<file path="src/rtl/egpio_pkg.sv">
package egpio_pkg;
    // Register byte offsets; software depends on these
    localparam int OFF_DIN  = 'h00;
    localparam int OFF_DOUT = 'h04;
    localparam int OFF_DIR  = 'h08;
    localparam int OFF_EDGE = 'h0C;
    localparam int OFF_MASK = 'h10;
    localparam int OFF_STAT = 'h14;
    localparam int OFF_PCTL = 'h18;
endpackage

</file>
<file path="src/rtl/egpio_edge_cell.sv">
module egpio_edge_cell (
    input  logic cur_i,
    input  logic prev_i,
    input  logic rise_sel_i,
    input  logic is_input_i,
    input  logic masked_i,
    output logic hit_o
);
    logic rose, fell, match;
    always_comb begin
        rose  = cur_i & ~prev_i;
        fell  = ~cur_i & prev_i;
        match = rise_sel_i ? rose : fell;
        hit_o = match & is_input_i & ~masked_i;
    end
endmodule

</file>
<file path="src/rtl/egpio_rdmux.sv">
module egpio_rdmux #(
    parameter int N      = 16,
    parameter int ADDR_W = 8
) (
    input  logic              rd_en_i,
    input  logic [ADDR_W-1:0] addr_i,
    input  logic [N-1:0]      smp_i,
    input  logic [N-1:0]      dout_i,
    input  logic [N-1:0]      dir_i,
    input  logic [N-1:0]      edge_i,
    input  logic [N-1:0]      mask_i,
    input  logic [N-1:0]      stat_i,
    input  logic [N-1:0]      pctl_i,
    output logic [N-1:0]      rdata_o
);
    import egpio_pkg::*;
    always_comb begin
        rdata_o = '0;
        if (rd_en_i) begin
            if      (addr_i == ADDR_W'(OFF_DIN))  rdata_o = smp_i & pctl_i;
            else if (addr_i == ADDR_W'(OFF_DOUT)) rdata_o = dout_i;
            else if (addr_i == ADDR_W'(OFF_DIR))  rdata_o = dir_i;
            else if (addr_i == ADDR_W'(OFF_EDGE)) rdata_o = edge_i;
            else if (addr_i == ADDR_W'(OFF_MASK)) rdata_o = mask_i;
            else if (addr_i == ADDR_W'(OFF_STAT)) rdata_o = stat_i;
            else if (addr_i == ADDR_W'(OFF_PCTL)) rdata_o = pctl_i;
        end
    end
endmodule

</file>
<file path="src/rtl/egpio_port.sv">
module egpio_port #(
    parameter int N      = 16,
    parameter int ADDR_W = 8
) (
    input  logic              clk,
    input  logic              rst_n,
    input  logic              bus_sel,
    input  logic              bus_we,
    input  logic              bus_wide,
    input  logic [ADDR_W-1:0] bus_addr,
    input  logic [N-1:0]      bus_wdata,
    output logic [N-1:0]      bus_rdata,
    input  logic [N-1:0]      pin_in,
    output logic [N-1:0]      pin_out,
    output logic              irq
);
    import egpio_pkg::*;

    localparam logic [N-1:0] ALL1 = {N{1'b1}};

    typedef struct packed {
        logic [N-1:0] dout;
        logic [N-1:0] dir;
        logic [N-1:0] edge_sel;
        logic [N-1:0] mask;
        logic [N-1:0] pctl;
        logic [N-1:0] stat;
        logic [N-1:0] smp;
        logic [N-1:0] prev;
    } state_t;

    state_t       st_d, st_q;
    logic [N-1:0] hit;
    logic         wr_ok, rd_ok;

    // per-pin edge qualifiers
    for (genvar i = 0; i < N; i++) begin : g_pin
        egpio_edge_cell u_cell (
            .cur_i     (st_q.smp[i]),
            .prev_i    (st_q.prev[i]),
            .rise_sel_i(st_q.edge_sel[i]),
            .is_input_i(st_q.dir[i]),
            .masked_i  (st_q.mask[i]),
            .hit_o     (hit[i])
        );
    end

    always_comb begin
        wr_ok = bus_sel & bus_we & bus_wide;
        rd_ok = bus_sel & ~bus_we & bus_wide;
        st_d      = st_q;
        st_d.smp  = pin_in;
        st_d.prev = st_q.smp;
        if (wr_ok) begin
            if (bus_addr == ADDR_W'(OFF_DOUT)) st_d.dout     = bus_wdata;
            if (bus_addr == ADDR_W'(OFF_DIR))  st_d.dir      = bus_wdata;
            if (bus_addr == ADDR_W'(OFF_EDGE)) st_d.edge_sel = bus_wdata;
            if (bus_addr == ADDR_W'(OFF_MASK)) st_d.mask     = bus_wdata;
            if (bus_addr == ADDR_W'(OFF_PCTL)) st_d.pctl     = bus_wdata;
            if (bus_addr == ADDR_W'(OFF_STAT)) st_d.stat     = st_q.stat & ~bus_wdata;
        end
        // a fresh event outranks a clear of the same bit
        st_d.stat = st_d.stat | hit;
    end

    always_ff @(posedge clk or negedge rst_n) begin
        if (!rst_n) begin
            st_q.dout     <= '0;
            st_q.dir      <= ALL1;
            st_q.edge_sel <= '0;
            st_q.mask     <= ALL1;
            st_q.pctl     <= ALL1;
            st_q.stat     <= '0;
            st_q.smp      <= '0;
            st_q.prev     <= '0;
        end else begin
            st_q <= st_d;
        end
    end

    egpio_rdmux #(.N(N), .ADDR_W(ADDR_W)) u_rd (
        .rd_en_i(rd_ok),
        .addr_i (bus_addr),
        .smp_i  (st_q.smp),
        .dout_i (st_q.dout),
        .dir_i  (st_q.dir),
        .edge_i (st_q.edge_sel),
        .mask_i (st_q.mask),
        .stat_i (st_q.stat),
        .pctl_i (st_q.pctl),
        .rdata_o(bus_rdata)
    );

    assign pin_out = st_q.dout & ~st_q.dir;
    assign irq     = |st_q.stat;

    // plain views for the bound checker
    logic [N-1:0] dir_view, dout_view, hit_view;
    assign dir_view  = st_q.dir;
    assign dout_view = st_q.dout;
    assign hit_view  = hit;
endmodule

</file>
<file path="config.mk">
export PLATFORM = sky130hd
export DESIGN_NAME = egpio_port
export DESIGN_NICKNAME = d
export VERILOG_FILES = /design/src/rtl/egpio_pkg.sv /design/src/rtl/egpio_edge_cell.sv /design/src/rtl/egpio_rdmux.sv /design/src/rtl/egpio_port.sv
export SDC_FILE = /design/constraint.sdc
export NUM_CORES = 1
export LEC_CHECK = 0
export BUFFER_PORTS_ARGS = -buffer_cell sky130_fd_sc_hd__clkbuf_2
export CAP_MARGIN = 25
export CORE_ASPECT_RATIO = 1.5
export CORE_MARGIN = 4
export CORE_UTILIZATION = 24
export DETAILED_ROUTE_END_ITERATION = 10
export MAX_ROUTING_LAYER = met4
export PLACE_DENSITY = 0.46
export SLEW_MARGIN = 15
export SYNTH_ARGS = -nofsm -noshare
export SYNTH_HDL_FRONTEND = slang
export SYNTH_HIERARCHICAL = 1
export SYNTH_SLANG_ARGS = --single-unit
</file>
<file path="constraint.sdc">
create_clock -name clk -period 1.9 [get_ports clk]
set_input_delay 0.095 -clock clk [delete_from_list [all_inputs] [get_ports clk]]
set_output_delay 0.095 -clock clk [all_outputs]
set_load 0.03 [all_outputs]
</file>
==> results.sh <==
export IMPL_status="complete, but fails checks"
export IMPL_violations="negative setup slack"
export IMPL_io_pins=78
export IMPL_leakage_nw=3.62
export IMPL_ys_flop_type="dfrtp_1"
export IMPL_gp_congestion=0.798
export IMPL_io_buffer_count=77
export IMPL_rows=73
export IMPL_drive_gt1_share_pct=45.9
export IMPL_overflow=0
export IMPL_nets=745
export IMPL_routed_wl_um=19300
export IMPL_grt_pass1_wl_um=30500
export IMPL_tightestPinTransition_ps=432
export IMPL_synth_area_leaders="dfrtp_1 (31%), dfstp_2 (19%), mux2_2 (14%), nand2b_1 (3.3%), a2111oi_2 (3.2%)"
export IMPL_layout_min_cycle_time_ps=2230
export IMPL_initial_utilization_pct=24.5
export IMPL_syn_inst=556
export IMPL_hp_class="primary input to asynchronous set/reset pin"
export IMPL_cp_arrival_ps=2140
export IMPL_clkLatencyLatePin_ps=420
export IMPL_cts_sinks=128
export IMPL_slew_viol_final=0
export IMPL_netlist_top_cell_by_area="dfrtp_1"
export IMPL_synth_common_cells="dfrtp_1 (80), mux2_2 (80), inv_1 (49)"
export IMPL_worstPathRequired_ps=1800
export IMPL_grt_pass1_vias=5220
export IMPL_crit_path_end_kind="output pin"
export IMPL_post_route_drc_count=0
export IMPL_n_antenna_cell=0
export IMPL_numCtsBuffers=17
export IMPL_hold_viol=0
export IMPL_avgSynthCellArea_um2=11.8
export IMPL_htreeDepth=4
export IMPL_maxCapViolations=0
export IMPL_ys_types=36
export IMPL_p_per_area_mw_per_mm2=783
export IMPL_grt_antenna_before_repair=0
export IMPL_async_reset_ff_share_pct=100
export IMPL_syn_num_nets=601
export IMPL_multi_input_area_mm2=0.00290
export IMPL_clk_pin_slew_ps=60
export IMPL_syn_to_final_growth_pct=31.9
export IMPL_grt_max_degree=42
export IMPL_drtAntennaViolNets=0
export IMPL_ys_warnings_count=6
export IMPL_start_kind="flop"
export IMPL_drtIter0Drc=312
export IMPL_fin_skew_ps=7.69
export IMPL_synth_top_cell_area_share_pct=30.6
export IMPL_fin_crit_sh_pct=118
export IMPL_ir_drop_uv=577
export IMPL_synth_edf_count=0
export IMPL_finalSetupViolCount=16
export IMPL_coreArea_mm2=0.0267
export IMPL_crit_type="flop to output pin"
export IMPL_wl_per_cell_um=18.4
export IMPL_root_buffer="clkbuf_16"
export IMPL_vias_per_cell=4.72
export IMPL_dp_hpwl_um=13100
export IMPL_cts_tree="done"
export IMPL_netlist_area_mm2=0.00654
export IMPL_final_util_pct=32.3
export IMPL_fmax_mhz=448
export IMPL_total_power_w=0.00675
export IMPL_firstDrtPassIters=7
export IMPL_rsz0062_at_grt="true"
export IMPL_ys_seq_elements=128
export IMPL_layout_setup_ws_ps=-333
export IMPL_die_h_um=210
export IMPL_cts_max_path_buffers=2
export IMPL_yosysSeqAreaShare_pct=49.9
export IMPL_seq_area_mm2=0.00326
export IMPL_track_usage_pct=13.7
export IMPL_hold_ws_ps=166
export IMPL_critPathMaxFanout=3
export IMPL_via_count=4955
export IMPL_slew_limit_headroom_pct=71.2
export IMPL_die_w_um=143
export IMPL_fill_cells=2770
export IMPL_die_area_mm2=0.0300
==> kinds of logic after synthesis <==
logic type | after synthesis | synth area share [%]
AOI/OAI and AO/OA | 112 | 13.3
buffers and inverters | 80 | 6.01
DFF | 128 | 49.9
muxes | 96 | 16.2
and+or+nand+nor | 140 | 14.5
==> stage by stage <==
step           area [um2]  TNS, ps  std cells  setup slack, ps
2_1_floorplan        6550        0        556             78.2
3_5_place_dp         7570        0        978             64.2
4_1_cts              8600    -4490       1048             -374
5_1_grt              8620    -5690       1050             -505
6_report             8620    -3330       1050             -333
3_3_place_gp         7570        0        978             85.5
==> layer usage <==
layer | GRT usage, % | part of all wire, % | wire length [um]
met5 | - | 0 | 0
met4 | 4.56 | 1.7 | 326
met3 | 2.61 | 3.6 | 693
met2 | 21.7 | 49 | 9550
met1 | 17.6 | 45 | 8730
==> path summary, 6_finish.rpt <==
check / cells past startpoint / from / slack (ps) / endpoint
min in group clk: 2 / pin_in[1] / 310 / st_d[1]
worst max-delay path: 5 / st_q[63] / -330 / bus_rdata[15]
max in group asynchronous: 3 / rst_n / 1100 / dir_view[12]
worst min register to register: 0 / st_d[15] / 430 / st_q[15]
worst max register to register: 4 / st_d[5] / 530 / st_q[37]
worst min-delay path: 2 / rst_n / 170 / st_d[4]
==> worst max-delay path: stages (launching register included) <==
cell       delay, ps
dfstp_2          550
inv_2             30
a222oi_1         300
a22oi_1          160
a2111oi_2        440
buf_4            240
==> cells in the final DEF, fill, tap and decap left out, drive strengths merged, types with 17 or more instances in the layout <==
cell type    synthesis  final
a21oi               32     32
buf                 26     63
clkbuf               5     77
dfrtp               80     80
dfstp               48     48
dlygate4sd3          0     33
inv                 49     52
mux2                80     80
nand2               17     17
nand2b              34     34
nand3b              17     17
nor2                18     18
==> sequential cells by signal, indices dropped and copies added (netlist names) <==
| register | flops |
|---|---|
| dir_view | 16 |
| st_q | 80 |
| st_d | 16 |
| dout_view | 16 |
==> power breakdown <==
part / internal, W / switching (W)
registers: 0.00281 / 0.0000567
logic: 0.000238 / 0.000277
clock network: 0.00208 / 0.00129
total: 0.00513 / 0.00162
==> repair_timing <==
item | in CTS | in global routing
gates resized for setup | 20 | 30
endpoints found under the hold margin | 141 | 0
setup buffers | 5 | 2
pin swaps | 17 | 13
setup endpoints to repair | 16 | 17
hold buffers | 33 | 0
==> area by class of cell <==
type | count | area share (%)
tap | 337 | 4.89
inverter | 49 | 2.13
multi-input combinational | 348 | 33.6
clock inverter | 15 | 2.15
timing repair buffer | 156 | 14.4
clock buffer | 17 | 4.93
sequential | 128 | 37.8
(Power assumes the default switching activity.)
